--- src/rtl/bscan_pkg.sv ---
`timescale 1ns/1ps
// Package: shared control bundle for the scan-cell chain.
package bscan_pkg;

    // Decoded control for the chain and the pin multiplexers.
    typedef struct packed {
        logic sel;        // chain is the active serial path
        logic drive_pins; // pads take update-latch values
        logic feed_core;  // core inputs take update-latch values
        logic cap;        // gated capture
        logic shf;        // gated shift
        logic upd;        // gated update
    } bs_ctl_t;

endpackage

--- src/rtl/bscan_ctrl.sv ---
`timescale 1ns/1ps
// Module: bscan_ctrl
// Turns the instruction flags and the strobes into gated cell controls.
// Assumes at most one instruction flag is high. Capture beats shift,
// and shift beats update, when strobes arrive together.
module bscan_ctrl
    import bscan_pkg::*;
(
    input  logic    tck,
    input  logic    rst_n,
    input  logic    ir_extest,
    input  logic    ir_sample,
    input  logic    ir_clamp,
    input  logic    cap_dr,
    input  logic    shift_dr,
    input  logic    update_dr,
    output bs_ctl_t ctl
);

    // Decode selection, pin drive and strobe precedence.
    always_comb begin
        ctl.sel        = (ir_extest | ir_sample) & ~ir_clamp;
        ctl.drive_pins = ir_extest | ir_clamp;
        ctl.feed_core  = ir_extest & ~ir_clamp;
        ctl.cap        = cap_dr & ctl.sel;
        ctl.shf        = shift_dr & ctl.sel & ~cap_dr;
        ctl.upd        = update_dr & ctl.sel & ~cap_dr & ~shift_dr;
    end

    // the instruction decoder upstream keeps the flags exclusive.
    assert_flags_excl_R8: assert property (@(posedge tck) disable iff (!rst_n)
        $onehot0({ir_extest, ir_sample, ir_clamp}))
        else $error("instruction flags not exclusive");

    // gated strobes never overlap.
    assert_strobe_excl_R12: assert property (@(posedge tck) disable iff (!rst_n)
        $onehot0({ctl.cap, ctl.shf, ctl.upd}))
        else $error("gated strobes overlap");

endmodule

--- src/rtl/bscan_cell.sv ---
`timescale 1ns/1ps
// Module: bscan_cell
// One scan cell: a shift stage on the serial path plus an update latch.
// Assumes the strobes are already gated and mutually exclusive.
module bscan_cell (
    input  logic tck,
    input  logic rst_n,
    input  logic clr,
    input  logic cap,
    input  logic shf,
    input  logic upd,
    input  logic si,
    input  logic pi,
    output logic so,
    output logic uq
);

    // Shift stage: parallel load on capture, serial load on shift.
    always_ff @(posedge tck) begin
        if (!rst_n || clr)
            so <= 1'b0;
        else if (cap)
            so <= pi;
        else if (shf)
            so <= si;
    end

    // Update latch: copies the shift stage on update.
    always_ff @(posedge tck) begin
        if (!rst_n || clr)
            uq <= 1'b0;
        else if (upd)
            uq <= so;
    end

    // without capture, shift or clear the stage holds.
    assert_cell_hold_R1: assert property (@(posedge tck) disable iff (!rst_n)
        (!cap && !shf && !clr) |=> $stable(so))
        else $error("shift stage moved without a strobe");

endmodule

--- src/rtl/bscan_pin_mux.sv ---
`timescale 1ns/1ps
// Module: bscan_pin_mux
// Chooses between the functional path and the update latches for every pad
// and core input. A cleared bus-enable latch forces the bus data to zero.
module bscan_pin_mux #(
    parameter int N_IN  = 4,
    parameter int N_OUT = 4,
    parameter int N_BUS = 4
) (
    input  logic             drive_pins,
    input  logic             feed_core,
    input  logic [N_OUT-1:0] core_out,
    input  logic [N_OUT-1:0] lat_out,
    output logic [N_OUT-1:0] pad_out,
    input  logic [N_IN-1:0]  pad_in,
    input  logic [N_IN-1:0]  lat_in,
    output logic [N_IN-1:0]  core_in,
    input  logic [N_BUS-1:0] core_bus_out,
    input  logic             core_bus_oe,
    input  logic [N_BUS-1:0] lat_bus_out,
    input  logic             lat_bus_en,
    output logic [N_BUS-1:0] pad_bus_out,
    output logic             pad_bus_oe,
    input  logic [N_BUS-1:0] pad_bus_in,
    input  logic [N_BUS-1:0] lat_bus_in,
    output logic [N_BUS-1:0] core_bus_in
);

    // Output side: pads from the core or from the latches.
    always_comb begin
        pad_out    = drive_pins ? lat_out : core_out;
        pad_bus_oe = drive_pins ? lat_bus_en : core_bus_oe;
        if (!drive_pins)
            pad_bus_out = core_bus_out;
        else if (lat_bus_en)
            pad_bus_out = lat_bus_out;
        else
            pad_bus_out = '0;
    end

    // Input side: core from the pads or from the guard latches.
    always_comb begin
        core_in     = feed_core ? lat_in : pad_in;
        core_bus_in = feed_core ? lat_bus_in : pad_bus_in;
    end

endmodule

--- src/rtl/bscan_tdo_stage.sv ---
`timescale 1ns/1ps
// Module: bscan_tdo_stage
// Re-times the last shift stage onto the falling edge of the test clock.
module bscan_tdo_stage (
    input  logic tck,
    input  logic rst_n,
    input  logic d,
    output logic tdo
);

    // Falling-edge output register.
    always_ff @(negedge tck) begin
        if (!rst_n)
            tdo <= 1'b0;
        else
            tdo <= d;
    end

endmodule

--- src/rtl/bscan_chain.sv ---
`timescale 1ns/1ps
// Module: bscan_chain
// Boundary-scan chain around N_IN inputs, N_OUT outputs and an N_BUS-wide
// bidirectional bus, with one enable cell in front of the bus output cells.
// Assumes the strobes come from a test-access controller on tck.
module bscan_chain
    import bscan_pkg::*;
#(
    parameter int N_IN        = 4,
    parameter int N_OUT       = 4,
    parameter int N_BUS       = 4,
    parameter bit IN_NEAR_TDI = 1'b1
) (
    input  logic             tck,
    input  logic             rst_n,
    input  logic             tlr,
    input  logic             cap_dr,
    input  logic             shift_dr,
    input  logic             update_dr,
    input  logic             tdi,
    input  logic             ir_extest,
    input  logic             ir_sample,
    input  logic             ir_clamp,
    output logic             tdo,
    input  logic [N_OUT-1:0] core_out,
    output logic [N_OUT-1:0] pad_out,
    input  logic [N_IN-1:0]  pad_in,
    output logic [N_IN-1:0]  core_in,
    input  logic [N_BUS-1:0] core_bus_out,
    input  logic             core_bus_oe,
    output logic [N_BUS-1:0] pad_bus_out,
    output logic             pad_bus_oe,
    input  logic [N_BUS-1:0] pad_bus_in,
    output logic [N_BUS-1:0] core_bus_in
);

    localparam int IN_W    = N_IN + N_BUS;
    localparam int LEN     = IN_W + N_OUT + 1 + N_BUS;
    localparam int OFS_IN  = IN_NEAR_TDI ? 0 : N_OUT;
    localparam int OFS_BIN = OFS_IN + N_IN;
    localparam int OFS_OUT = IN_NEAR_TDI ? IN_W : 0;
    localparam int OFS_EN  = IN_W + N_OUT;
    localparam int OFS_BO  = OFS_EN + 1;

    bs_ctl_t          ctl;
    logic [LEN-1:0]   pi_vec;
    logic [LEN-1:0]   si_vec;
    logic [LEN-1:0]   sh_vec;
    logic [LEN-1:0]   up_vec;

    // Strobe gating and instruction decode.
    bscan_ctrl u_ctrl (
        .tck       (tck),
        .rst_n     (rst_n),
        .ir_extest (ir_extest),
        .ir_sample (ir_sample),
        .ir_clamp  (ir_clamp),
        .cap_dr    (cap_dr),
        .shift_dr  (shift_dr),
        .update_dr (update_dr),
        .ctl       (ctl)
    );

    // Parallel capture sources placed at their chain positions.
    genvar g;
    generate
        for (g = 0; g < N_IN; g++) begin : g_pi_in
            assign pi_vec[OFS_IN + g] = pad_in[g];
        end
        for (g = 0; g < N_BUS; g++) begin : g_pi_bus
            assign pi_vec[OFS_BIN + g] = pad_bus_in[g];
            assign pi_vec[OFS_BO + g]  = core_bus_out[g];
        end
        for (g = 0; g < N_OUT; g++) begin : g_pi_out
            assign pi_vec[OFS_OUT + g] = core_out[g];
        end
    endgenerate
    assign pi_vec[OFS_EN] = core_bus_oe;

    // Serial neighbour: stage 0 takes tdi, stage k takes stage k-1.
    assign si_vec = {sh_vec[LEN-2:0], tdi};

    // One cell per chain position.
    generate
        for (g = 0; g < LEN; g++) begin : g_cell
            bscan_cell u_cell (
                .tck   (tck),
                .rst_n (rst_n),
                .clr   (tlr),
                .cap   (ctl.cap),
                .shf   (ctl.shf),
                .upd   (ctl.upd),
                .si    (si_vec[g]),
                .pi    (pi_vec[g]),
                .so    (sh_vec[g]),
                .uq    (up_vec[g])
            );
        end
    endgenerate

    // Pad and core multiplexing.
    bscan_pin_mux #(
        .N_IN  (N_IN),
        .N_OUT (N_OUT),
        .N_BUS (N_BUS)
    ) u_mux (
        .drive_pins   (ctl.drive_pins),
        .feed_core    (ctl.feed_core),
        .core_out     (core_out),
        .lat_out      (up_vec[OFS_OUT +: N_OUT]),
        .pad_out      (pad_out),
        .pad_in       (pad_in),
        .lat_in       (up_vec[OFS_IN +: N_IN]),
        .core_in      (core_in),
        .core_bus_out (core_bus_out),
        .core_bus_oe  (core_bus_oe),
        .lat_bus_out  (up_vec[OFS_BO +: N_BUS]),
        .lat_bus_en   (up_vec[OFS_EN]),
        .pad_bus_out  (pad_bus_out),
        .pad_bus_oe   (pad_bus_oe),
        .pad_bus_in   (pad_bus_in),
        .lat_bus_in   (up_vec[OFS_BIN +: N_BUS]),
        .core_bus_in  (core_bus_in)
    );

    // Serial output on the falling edge.
    bscan_tdo_stage u_tdo (
        .tck   (tck),
        .rst_n (rst_n),
        .d     (sh_vec[LEN-1]),
        .tdo   (tdo)
    );

    logic chain_sel;
    assign chain_sel = (ir_extest || ir_sample) && !ir_clamp;

    // an unselected chain keeps stages and latches.
    assert_idle_hold_R1: assert property (@(posedge tck) disable iff (!rst_n)
        (!(ir_extest || ir_sample) && !tlr) |=> ($stable(sh_vec) && $stable(up_vec)))
        else $error("chain changed while unselected");

    // capture loads the parallel sources.
    assert_capture_R2: assert property (@(posedge tck) disable iff (!rst_n)
        (cap_dr && chain_sel && !tlr) |=> (sh_vec == $past(pi_vec)))
        else $error("capture mismatch");

    // shift moves one position toward tdo.
    assert_shift_R3: assert property (@(posedge tck) disable iff (!rst_n)
        (shift_dr && !cap_dr && chain_sel && !tlr)
        |=> (sh_vec == {$past(sh_vec[LEN-2:0]), $past(tdi)}))
        else $error("shift mismatch");

    // update copies every stage into its latch.
    assert_update_R5: assert property (@(posedge tck) disable iff (!rst_n)
        (update_dr && !cap_dr && !shift_dr && chain_sel && !tlr)
        |=> (up_vec == $past(sh_vec)))
        else $error("update mismatch");

    // functional mode is transparent.
    assert_pass_R6: assert property (@(posedge tck) disable iff (!rst_n)
        (!ir_extest && !ir_clamp) |-> (pad_out == core_out && core_in == pad_in))
        else $error("functional path disturbed");

    // clamp freezes the chain.
    assert_clamp_hold_R8: assert property (@(posedge tck) disable iff (!rst_n)
        (ir_clamp && !tlr) |=> ($stable(sh_vec) && $stable(up_vec)))
        else $error("chain changed under clamp");

    // a cleared enable latch quiets the bus under test.
    assert_bus_off_R9: assert property (@(posedge tck) disable iff (!rst_n)
        ((ir_extest || ir_clamp) && !up_vec[OFS_EN]) |-> (!pad_bus_oe && pad_bus_out == '0))
        else $error("bus driven with enable latch clear");

    // test-logic reset clears the chain.
    assert_tlr_clear_R11: assert property (@(posedge tck) disable iff (!rst_n)
        tlr |=> (sh_vec == '0 && up_vec == '0))
        else $error("chain not cleared");

endmodule

--- config.mk ---
export PLATFORM = sky130hd
export DESIGN_NAME = bscan_chain
export DESIGN_NICKNAME = d
export VERILOG_FILES = /design/src/rtl/bscan_pkg.sv /design/src/rtl/bscan_ctrl.sv /design/src/rtl/bscan_cell.sv /design/src/rtl/bscan_pin_mux.sv /design/src/rtl/bscan_tdo_stage.sv /design/src/rtl/bscan_chain.sv
export SDC_FILE = /design/constraint.sdc
export NUM_CORES = 1
export LEC_CHECK = 0
export ABC_AREA = 1
export BUFFER_PORTS_ARGS = -buffer_cell sky130_fd_sc_hd__buf_2
export CORE_UTILIZATION = 35
export DETAILED_ROUTE_END_ITERATION = 8
export PLACE_DENSITY = 0.54
export RECOVER_POWER = 50
export SETUP_SLACK_MARGIN = 0.2
export SYNTH_ARGS = -nofsm -noshare
export SYNTH_HDL_FRONTEND = slang
export SYNTH_HIERARCHICAL = 1
export SYNTH_SLANG_ARGS = --single-unit
--- constraint.sdc ---
create_clock -name tck -period 3.7 [get_ports tck]
set_input_delay 0.555 -clock tck [delete_from_list [all_inputs] [get_ports tck]]
set_output_delay 0.555 -clock tck [all_outputs]
set_load 0.01 [all_outputs]
Word level (Yosys, flattened, before mapping)
Index checks and enable logic that the tools add are counted.

Register bits: 35. Bits in latches: 0. Memory bits (writable): 0. Bits in read-only memories: 0. Bits of input ports: 27. Logic and storage cells: 91. Memories: 0.

$add $sub $neg: 0. $mul: 0. Div/mod/pow operators: 0. $lt $le $gt $ge: 0. Equality and inequality tests: 0. Shift operators: 0. Multiplexer cells: 40. Bitwise gates (word level): 13. Reductions and logical operators: 3.

Operators by type and width (count): 1-bit 2-to-1 mux (35); 4-bit 2-to-1 mux (5); 1-bit bitwise AND (8); 1-bit inverter (3); 1-bit bitwise OR (2); 2-bit nonzero test (1); 1-bit zero test (1); 1-bit logical OR (1).

Longest topological paths before layout
Word-level depth: 6. Depth in mapped cells: 7. Depth with buffers taken out: 7.

Hierarchy
The synthesis kept the hierarchy.

Modules (own cells, without submodules): bscan_cell (times used 17, cells an instance 19, area each 111.4 um^2, sequential area each 40.0 um^2); bscan_pin_mux (times used 1, cells an instance 55, area each 226.5 um^2, sequential area each 0.0 um^2); bscan_ctrl (times used 1, cells an instance 13, area each 53.8 um^2, sequential area each 0.0 um^2); bscan_tdo_stage (times used 1, cells an instance 4, area each 31.3 um^2, sequential area each 20.0 um^2).

==> impl_metrics.py <==
metrics = {
    "outcome": {
        "outcome": "finished clean",
    },
    "worst_setup_path": {
        "rrSetupSlack_ps": 1390,
        "required_ps": 3140,
        "cp-end-kind": "output pin",
        "startpoint_type": "flop",
        "critical_path.top_delay_family": "flip-flops",
        "worst_ep_arrival_time_ps": 2600,
        "crit_fanout": 1,
        "cpPeakStageDelay_ps": 280,
        "cp.buffers_inverters": 1,
        "crit_slowest_cell": "dfxtp_1",
        "crit_chain": "buf_2",
        "critical_path_class": "reg2out",
    },
    "power_and_ir_drop": {
        "ir_worst_vdd_v": 0.000152,
        "internal_power_mw": 0.575,
        "seq_power_share": 0.485,
        "switchingPower_mw": 0.223,
        "leakage_nw": 1.34,
        "finalPower_mw": 0.798,
        "p_comb_frac": 0.157,
        "power_switching_share": 0.280,
        "power_density_nw_per_um2": 309,
        "p_clk_frac": 0.358,
    },
    "cts": {
        "path_clk_slew_ps": 70,
        "post-cts-setup-buffers": 0,
        "cts_sinks": 35,
        "root_buffer": "clkbuf_8",
        "cts_max_path_buffers": 2,
        "insertion_delay_ps": 340,
        "h-tree-depth": 2,
        "cts_resized": 0,
        "cts_tree": "built",
        "cts_hold_buf": 0,
        "cts_buffers": 5,
    },
    "layout": {
        "nets": 474,
        "drive_above_1_share": 0.190,
        "multi_input_area_um2": 1050,
        "diodes": 0,
        "syn_to_final_growth_pct": 17.2,
        "final_cell_count_no_fill": 522,
        "regArea_um2": 701,
        "fill_cells": 674,
    },
    "route": {
        "routed_via_density": 4.02,
        "drcViolationCount": 0,
        "dr.pass1.iters": 4,
        "vias": 2098,
        "wl_met2_um": 2190,
        "routed_wl_um": 4930,
        "wire_per_inst_um": 9.45,
        "dr_wl_met3_um": 176,
        "drt_iter0_drc": 103,
        "ant_nets": 0,
        "highest_layer": "met4",
        "wl_met1_um": 2540,
    },
    "timing": {
        "fin_skew_ps": 63.3,
        "hold_viol": 0,
        "final.setup.worst_slack_ps": 549,
        "slew_headroom": 0.00576,
        "finalSetupTns_ps": 0,
        "rsz0062_at_grt": "false",
        "worst_slew_pin_slew_ps": 1490,
        "setup_violations": 0,
        "drv_slew": 0,
        "hold_slack_ps": 458,
    },
    "floorplanning": {
        "ios": 45,
        "die-area_um2": 6610,
        "start_util": 0.367,
        "die_w_um": 81.3,
        "die_h_um": 81.3,
        "core_area_um2": 5990,
        "placementRows": 28,
    },
    "grt": {
        "grt_max_degree": 35,
        "track_usage": 0.167,
        "antenna_found_initial": 0,
        "gr-total-overflow": 0,
        "grt_pass1_vias": 1947,
        "grt_pass1_wl_um": 8490,
    },
    "min_path": {
        "hold_class": "reg2reg",
    },
    "place": {
        "dp_hpwl_um": 3230,
        "dp.cells": 515,
        "routabilityCongestion": 0.712,
        "place_ws_ps": 769,
        "numPortBuffers": 44,
    },
    "yosys": {
        "synth.avg_cell_area_um2": 5.59,
        "yosysWarningCount": 6,
        "syn_area_um2": 2200,
        "synth_nets": 421,
        "synthCells": 394,
    },
    "flow_run": {
        "maxCapViolations": 0,
    },
}
## worst min-delay path, delay by kind of cell, from the launching register on
family,cells,cell delay [ps]
AND/OR/NAND/NOR,1,60
AO/OA/AOI/OAI,1,50
flip-flops,1,310
## state kept, by name, indices dropped and copies added (netlist names)
register          flops
g_cell.u_cell/so     17
g_cell.u_cell/uq     17
u_tdo/tdo             1
## layout by cell type (no fill, tap or decap)
master      count
clkinvlp_2      1
nand2_1       153
a21oi_2        10
inv_2           2
dfxtp_1        35
clkbuf_8        6
buf_4           2
nor2_1         53
o21ai_0         1
nor2_2         20
nand3_1         4
a21oi_1         7
buf_2          44
inv_1         107
clkbuf_1        2
## worst paths after layout
path / from / end / depth (start not counted)
setup / recovery: u_tdo/tdo$_SDFF_NN0_ / tdo / 1
hold / removal: g_cell[10].u_cell/uq$_SDFFE_PP0P_ / g_cell[10].u_cell/uq$_SDFFE_PP0P_ / 2
setup reg to reg: g_cell[16].u_cell/so$_SDFFE_PP0P_ / u_tdo/tdo$_SDFF_NN0_ / 2
hold reg to reg: g_cell[10].u_cell/uq$_SDFFE_PP0P_ / g_cell[10].u_cell/uq$_SDFFE_PP0P_ / 2
## power groups by stage
stage                     sequential [mW]  combinational, mW  clock, mW
final                               0.387              0.125      0.286
after global routing                0.388              0.146      0.318
after CTS                           0.387              0.129      0.301
after detailed placement            0.396              0.128    0.00338
after global placement              0.396              0.127    0.00338
after floorplan                     0.395             0.0803    0.00338
## layer usage
layer	global-route usage	up-vias
li1	-	1207
met5	0	-
met3	0.0326	2
met1	0.213	850
met4	0.0536	0
met2	0.279	39
## cell type report
class	count	share of cell area
flip-flops and latches	35	0.272
multi-input cells	248	0.405
clock buffers	6	0.0320
clock inverters	2	0.00339
well taps	75	0.0364
repair buffers	48	0.0941
inverters	108	0.157
## per-stage QoR
step | instance area (µm²) | utilization
global route | 2580 | 0.431
detailed placement | 2530 | 0.422
CTS | 2620 | 0.437
finish | 2580 | 0.431
floorplan | 2200 | -
global placement | 2530 | 0.422
(Power assumes the default switching activity.)
